===== src/rtl/slave_bus_pkg.sv =====
package slave_bus_pkg;
   typedef enum logic {
      PRI_DONE_WINS = 1'b0,
      PRI_REQ_WINS  = 1'b1
   } svc_pri_e;
endpackage


===== src/rtl/addr_match.sv =====
module addr_match #(
   parameter int ADDR_W = 3
) (
   input  logic              sel,
   input  logic [ADDR_W-1:0] addr,
   input  logic [ADDR_W-1:0] local_addr,
   output logic              hit
);
   logic [ADDR_W-1:0] bit_eq;

   for (genvar i = 0; i < ADDR_W; i++) begin : g_bit
      assign bit_eq[i] = ~(addr[i] ^ local_addr[i]);
   end

   assign hit = sel & (&bit_eq);
endmodule


===== src/rtl/line_gate.sv =====
module line_gate #(
   parameter logic IDLE_CLK  = 1'b0,
   parameter logic IDLE_DATA = 1'b0
) (
   input  logic link,
   input  logic bus_clk_in,
   input  logic bus_din,
   input  logic core_dout,
   input  logic req_flag,
   output logic core_clk_out,
   output logic core_din,
   output logic bus_dout,
   output logic bus_dout_oe,
   output logic bus_req,
   output logic bus_req_oe
);
   assign core_clk_out = link ? bus_clk_in : IDLE_CLK;
   assign core_din     = link ? bus_din    : IDLE_DATA;
   assign bus_dout     = core_dout;
   assign bus_dout_oe  = link;
   assign bus_req      = req_flag;
   assign bus_req_oe   = link;
endmodule


===== src/rtl/svc_request.sv =====
module svc_request
   import slave_bus_pkg::*;
#(
   parameter svc_pri_e PRIORITY = PRI_DONE_WINS
) (
   input  logic clk,
   input  logic rst_n,
   input  logic set_pulse,
   input  logic clr_pulse,
   output logic pending
);
   logic nxt;

   if (PRIORITY == PRI_DONE_WINS) begin : g_done_wins
      always_comb begin
         if (clr_pulse)      nxt = 1'b0;
         else if (set_pulse) nxt = 1'b1;
         else                nxt = pending;
      end
   end else begin : g_req_wins
      always_comb begin
         if (set_pulse)      nxt = 1'b1;
         else if (clr_pulse) nxt = 1'b0;
         else                nxt = pending;
      end
   end

   always_ff @(posedge clk or negedge rst_n) begin
      if (!rst_n) pending <= 1'b0;
      else        pending <= nxt;
   end

   AST_REQ_SETS: assert property (@(posedge clk) disable iff (!rst_n)
      set_pulse && !clr_pulse |=> pending);
   AST_IDLE_HOLDS: assert property (@(posedge clk) disable iff (!rst_n)
      !set_pulse && !clr_pulse |=> $stable(pending));
endmodule


===== src/rtl/slave_bus_gate.sv =====
module slave_bus_gate
   import slave_bus_pkg::*;
#(
   parameter int       ADDR_W    = 3,
   parameter logic     IDLE_CLK  = 1'b0,
   parameter logic     IDLE_DATA = 1'b0,
   parameter svc_pri_e PRIORITY  = PRI_DONE_WINS
) (
   input  logic              clk,
   input  logic              rst_n,
   input  logic [ADDR_W-1:0] board_addr,
   input  logic              bus_sel,
   input  logic [ADDR_W-1:0] bus_addr,
   input  logic              bus_sclk,
   input  logic              bus_mosi,
   output logic              bus_miso,
   output logic              bus_miso_oe,
   output logic              bus_irq,
   output logic              bus_irq_oe,
   output logic              bus_pend_pull,
   output logic              core_sclk,
   output logic              core_mosi,
   input  logic              core_miso,
   output logic              core_linked,
   input  logic              svc_req,
   input  logic              svc_done
);
   localparam int NUM_SLAVES = 1 << ADDR_W;

   if (ADDR_W < 1 || ADDR_W > 8) begin : g_bad_width
      $error("slave_bus_gate: ADDR_W must be within 1..8");
   end
   if (NUM_SLAVES < 2) begin : g_bad_count
      $error("slave_bus_gate: at least two slave numbers required");
   end

   logic link;
   logic pend_state;

   addr_match #(.ADDR_W(ADDR_W)) u_match (
      .sel        (bus_sel),
      .addr       (bus_addr),
      .local_addr (board_addr),
      .hit        (link)
   );

   svc_request #(.PRIORITY(PRIORITY)) u_svc (
      .clk       (clk),
      .rst_n     (rst_n),
      .set_pulse (svc_req),
      .clr_pulse (svc_done),
      .pending   (pend_state)
   );

   line_gate #(.IDLE_CLK(IDLE_CLK), .IDLE_DATA(IDLE_DATA)) u_gate (
      .link         (link),
      .bus_clk_in   (bus_sclk),
      .bus_din      (bus_mosi),
      .core_dout    (core_miso),
      .req_flag     (pend_state),
      .core_clk_out (core_sclk),
      .core_din     (core_mosi),
      .bus_dout     (bus_miso),
      .bus_dout_oe  (bus_miso_oe),
      .bus_req      (bus_irq),
      .bus_req_oe   (bus_irq_oe)
   );

   assign bus_pend_pull = pend_state;
   assign core_linked   = link;

   AST_NO_DRIVE_UNSELECTED: assert property (@(posedge clk) disable iff (!rst_n)
      !bus_sel |-> !bus_miso_oe && !bus_irq_oe);
   AST_ADDR_AGREES: assert property (@(posedge clk) disable iff (!rst_n)
      bus_miso_oe |-> bus_sel && bus_addr == board_addr);
   AST_IDLE_CORE: assert property (@(posedge clk) disable iff (!rst_n)
      !bus_irq_oe |-> core_sclk == IDLE_CLK && core_mosi == IDLE_DATA);
   AST_PASS_THROUGH: assert property (@(posedge clk) disable iff (!rst_n)
      bus_miso_oe |-> core_sclk == bus_sclk && bus_miso == core_miso);
   AST_DONE_CLEARS: assert property (@(posedge clk) disable iff (!rst_n)
      svc_done && PRIORITY == PRI_DONE_WINS |=> !bus_pend_pull && !bus_irq);
endmodule


===== config.mk =====
export PLATFORM = sky130hd
export DESIGN_NAME = slave_bus_gate
export DESIGN_NICKNAME = d
export VERILOG_FILES = /design/src/rtl/slave_bus_pkg.sv /design/src/rtl/addr_match.sv /design/src/rtl/line_gate.sv /design/src/rtl/svc_request.sv /design/src/rtl/slave_bus_gate.sv
export SDC_FILE = /design/constraint.sdc
export NUM_CORES = 1
export LEC_CHECK = 0
export ABC_AREA = 1
export CORE_AREA = 2 2 39 41
export DETAILED_ROUTE_END_ITERATION = 7
export DIE_AREA = 0 0 41 43
export HOLD_SLACK_MARGIN = 0.06
export PLACE_DENSITY = 0.53
export SLEW_MARGIN = 0
export SYNTH_ARGS = -nofsm -noshare
export SYNTH_HDL_FRONTEND = slang
export SYNTH_SLANG_ARGS = --single-unit

===== constraint.sdc =====
create_clock -name clk -period 1.55 [get_ports clk]
set_clock_uncertainty 0.1 [all_clocks]
set_input_delay 0.155 -clock clk [delete_from_list [all_inputs] [get_ports clk]]
set_output_delay 0.155 -clock clk [all_outputs]
set_load 0.01 [all_outputs]

# Yosys cells after proc, flatten, opt, wreduce, memory -nomap -nowiden
# Cells that the tools add are included.
[op_classes] muxes=4 bitwise_logic=7 n_reduce_logical=2
[ops] cell="$mux 1" n=4
[ops] cell="$not 1->1" n=3
[ops] cell="$reduce_and 3->1" n=1
[ops] cell="$xor 1x1->1" n=3
[ops] cell="$reduce_bool 2->1" n=1
[ops] cell="$and 1x1->1" n=1
[word_totals] regBits=1 output_inout_bits=8 in_bits=14

# Depth between registers and ports, before layout
# Gate-level depths: netlist of run 1.
[depth] ltp_word=5 mapped_depth=7

# By module
# A second synthesis of run 1 with hierarchy kept.
[unflattened] cells_unflattened=28 area_unflattened_um2=147.6
[modules_own_cells] module="addr_match" instances=1 cells_each=17 area_each_um2=70.1
[modules_own_cells] module="line_gate" instances=1 cells_each=8 area_each_um2=45.0
[modules_own_cells] module="svc_request" instances=1 cells_each=3 area_each_um2=32.5

# Worst setup path after synthesis of run 1
# No wires, ideal clock.
[synth_timing] kind="input -> output" start="input port bus_addr[0]" end="output port bus_miso_oe" arrival_time_ns=0.676 required_time_ns=1.295 path_buffers=1 path_slack_ns=0.619 path_stages=7 path_cell_list="inv_1 nand2_1 nand2_1 nor2_1 nand2_1 inv_1 buf_4"
[synth_between] elab_chain_len=4
[synth_rtl] item="from (decl)" line="slave_bus_gate.sv:13" rtl="input logic [ADDR_W-1:0] bus_addr,"
[synth_rtl] item="$xor 1x1->1" line="addr_match.sv:12" rtl="assign bit_eq[i] = ~(addr[i] ^ local_addr[i]);"
[synth_rtl] item="$not 1->1" line="addr_match.sv:12"
[synth_rtl] item="$reduce_and 3->1" line="addr_match.sv:15" rtl="assign hit = sel & (&bit_eq);"
[synth_rtl] item="$and 1x1->1" line="addr_match.sv:15"
[synth_rtl] item="to (decl)" line="slave_bus_gate.sv:17" rtl="output logic bus_miso_oe,"
# No other way between the ends.

# Worst setup path in the final report of run 1
[layout_timing] start="input port bus_addr[1]" end="output port core_mosi"
[layout_between] elab_chain_len=5
[layout_rtl] item="$xor 1x1->1" line="addr_match.sv:12"
[layout_rtl] item="$not 1->1" line="addr_match.sv:12"
[layout_rtl] item="$reduce_and 3->1" line="addr_match.sv:15"
[layout_rtl] item="$and 1x1->1" line="addr_match.sv:15"
[layout_rtl] item="$mux 1" line="line_gate.sv:18" rtl="assign core_din = link ? bus_din : IDLE_DATA;"
[layout_rtl] item="to (decl)" line="slave_bus_gate.sv:22" rtl="output logic core_mosi,"
# No other way between the ends.

==> results.sh, run 1 <==
export IMPL_avgSynthCellArea_um2=5.00
export IMPL_tns_ns=0
export IMPL_leakagePower_nw=0.185
export IMPL_area_delta_synth_final_pct=112
export IMPL_fill_cells=164
export IMPL_largestRegisters="u_svc.pending: 1 flops"
export IMPL_drt_total_wl_um=339
export IMPL_nets=60
export IMPL_crit_path_end_kind="output port"
export IMPL_netlist_area_um2=145
export IMPL_grtUsageTotal=0.0300
export IMPL_synthTopCellsByCount="9 x nand2_1, 8 x inv_1, 7 x nor2_1, 4 x buf_4, 1 x dfrtp_1"
export IMPL_routabilityCongestion=0.571
export IMPL_slew_headroom=0.919
export IMPL_io_buffers=19
export IMPL_seq_area_frac_synth=0.172
export IMPL_irDropWorstVdd_mv=0.0659
export IMPL_grt_remaining_overflow=0
export IMPL_layout_drive_gt1_share=0.159
export IMPL_setup_violations=0
export IMPL_wire_per_inst_um=5.65
export IMPL_rows=14
export IMPL_grt_pass1_vias=119
export IMPL_synthAdderAreaFrac=0
export IMPL_tightest_slew_ns=0.121
export IMPL_drv_slew=0
export IMPL_worstPathArrival_ns=1.18
export IMPL_antenna_found_initial=0
export IMPL_maxCapViolCount=0
export IMPL_core_area_um2=1380
export IMPL_synth_compound_area_frac=0
export IMPL_synth_area_leaders="nand2_1 23%, buf_4 21%, inv_1 21%"
export IMPL_fin_util=0.222
export IMPL_period_minus_slack_ns=1.43
export IMPL_synth_nets=43
export IMPL_finalInstanceArea_um2=308
export IMPL_yosys_warnings=0
export IMPL_critPathKind="primary input to output port"
export IMPL_largest_reg_flops=1
export IMPL_ys_seq_elements=1
export IMPL_synth_top_family_by_area="buffers and inverters"
export IMPL_holdBufCountCts=0
export IMPL_ios=22
export IMPL_vias=193
export IMPL_cts_clk_slew_worst_paths_ns=0
export IMPL_path_max_fanout=3
export IMPL_cts_setup_buffers=0
export IMPL_syn_inst=29
export IMPL_die_w_um=41
export IMPL_drc_errors=0
export IMPL_ant_nets=0
export IMPL_post_synth_top_count_cell="nand2_1"
export IMPL_hold_class="primary input to async pin"
export IMPL_p_per_area_nw_per_um2=307
export IMPL_pre_cts_ws_ns=-0.301
export IMPL_firstDrtPassIters=1
export IMPL_path_cells="clkdlybuf4s50_1 > inv_1 > nand2_1 > nand2_1 > nor2_1 > nand2_2 > nor2_1 > buf_2"
export IMPL_outcome="completed"
export IMPL_ys_types=5
export IMPL_insertion_delay_ns=0
export IMPL_antenna_cells=0
export IMPL_async_reset_ff_frac=1.00
export IMPL_grt_pass1_wl_um=400
export IMPL_cp_start_kind="primary input"
export IMPL_dp_hpwl_um=313
export IMPL_grt_max_degree=4
export IMPL_timing_final_crit_share=0.923
export IMPL_required_ns=1.29
export IMPL_viasPerCell=3.22
export IMPL_setup_slack_ns=0.119
export IMPL_place_area_um2=325
export IMPL_synth_xor_area_frac=0
export IMPL_dieArea_um2=1760
export IMPL_fmaxAchievable_mhz=699
export IMPL_hold_viol_final=0
export IMPL_top_register="u_svc.pending"
export IMPL_die_h_um=43
export IMPL_drt_iter0_drc=0
export IMPL_ys_flop_type="dfrtp_1"
export IMPL_rsz0062_at_grt="false"
export IMPL_synthSimpleGateAreaFrac=0.414
export IMPL_synth_top_area_frac=0.233
export IMPL_synthMuxAreaShare=0
export IMPL_synth_edf_count=0
export IMPL_slowest_delay_ns=0.47
export IMPL_crit_slowest_cell="clkdlybuf4s50_1"
export IMPL_synth_top_area_cell="nand2_1"
export IMPL_initial_core_util=0.105
## cell type report
class,count,area [um2],share of cell area
timing repair buffer,19,168,0.545
tap,16,20.0,0.0650
sequential,1,25.0,0.0813
inverter,8,30.0,0.0976
multi-input combinational,16,65.1,0.211
## placed cells by master, fill, tap and decap left out, drive strengths merged
master	n
buf	1
nor2	7
dlymetal6s2s	1
inv	8
clkdlybuf4s50	13
clkbuf	4
nand2	9
dfrtp	1
## per-stage QoR
step | hold WS (ns) | power, mW | std cells
after floorplan | -0.241 | 0.0572 | 29
after global placement | 0.207 | 0.0979 | 60
after detailed placement | 0.210 | 0.0986 | 60
after CTS | 0.210 | 0.0955 | 60
after global routing | 0.210 | 0.102 | 60
final | 0.208 | 0.0944 | 60
## power breakdown
part,leakage [nW],internal (mW),switching [mW]
clock network,0,0,0
registers,0.0125,0.0284,0.00131
logic,0.173,0.0418,0.0228
## worst max-delay path, delay by kind of cell
family                 cells  cell delay [ns]
buffers and inverters      3             0.65
and+or+nand+nor            5             0.38
## repair_timing
action,4_1_cts,5_1_grt
pin swaps,0,3
cloned,0,0
resized for setup,8,11
setup endpoints to repair,5,5
## logic make-up (layout without fill, tap and decap cells)
family	count (synthesis)	in the layout
simple gates	16	16
flops	1	1
buf+inv	12	27
## path summary, 6_finish.rpt
| kind | startpoint | endpoint | slack, ns | cells past startpoint |
|---|---|---|---|---|
| setup / recovery | bus_addr[1] | core_mosi | 0.12 | 8 |
| hold / removal | rst_n | u_svc.pending | 0.21 | 1 |
| setup reg to reg | u_svc.pending | u_svc.pending | 0.82 | 2 |
| hold reg to reg | u_svc.pending | u_svc.pending | 0.42 | 2 |
| max in group asynchronous | rst_n | u_svc.pending | 1.04 | 1 |
| min in group clk | core_miso | bus_miso | 0.21 | 0 |
## metal layers
metal / vias up / routed length [um] / track usage
met4: 0 / 0 / 0
met2: 13 / 162 / 0.0500
met5: - / 0 / 0
met1: 75 / 129 / 0.0443
met3: 0 / 47 / 0
li1: 105 / - / -
(Power assumes the default switching activity.)
==> inputs of run 2 (changes only) <==
--- a/config.mk
+++ b/config.mk
@@ -9,7 +9,6 @@
 export CORE_AREA = 2 2 39 41
 export DETAILED_ROUTE_END_ITERATION = 7
 export DIE_AREA = 0 0 41 43
-export HOLD_SLACK_MARGIN = 0.06
 export PLACE_DENSITY = 0.53
 export SLEW_MARGIN = 0
 export SYNTH_ARGS = -nofsm -noshare
==> results of run 2 <==
The final DEF is identical to that of run 1; final timing and power are the same.
==> inputs of run 3 (changes only) <==
--- a/config.mk
+++ b/config.mk
@@ -9,6 +9,7 @@
 export CORE_AREA = 2 2 39 41
 export DETAILED_ROUTE_END_ITERATION = 7
 export DIE_AREA = 0 0 41 43
+export GPL_ROUTABILITY_DRIVEN = 1
 export PLACE_DENSITY = 0.53
 export SLEW_MARGIN = 0
 export SYNTH_ARGS = -nofsm -noshare
==> results of run 3 <==
The final DEF is identical to that of run 1; final timing and power are the same.
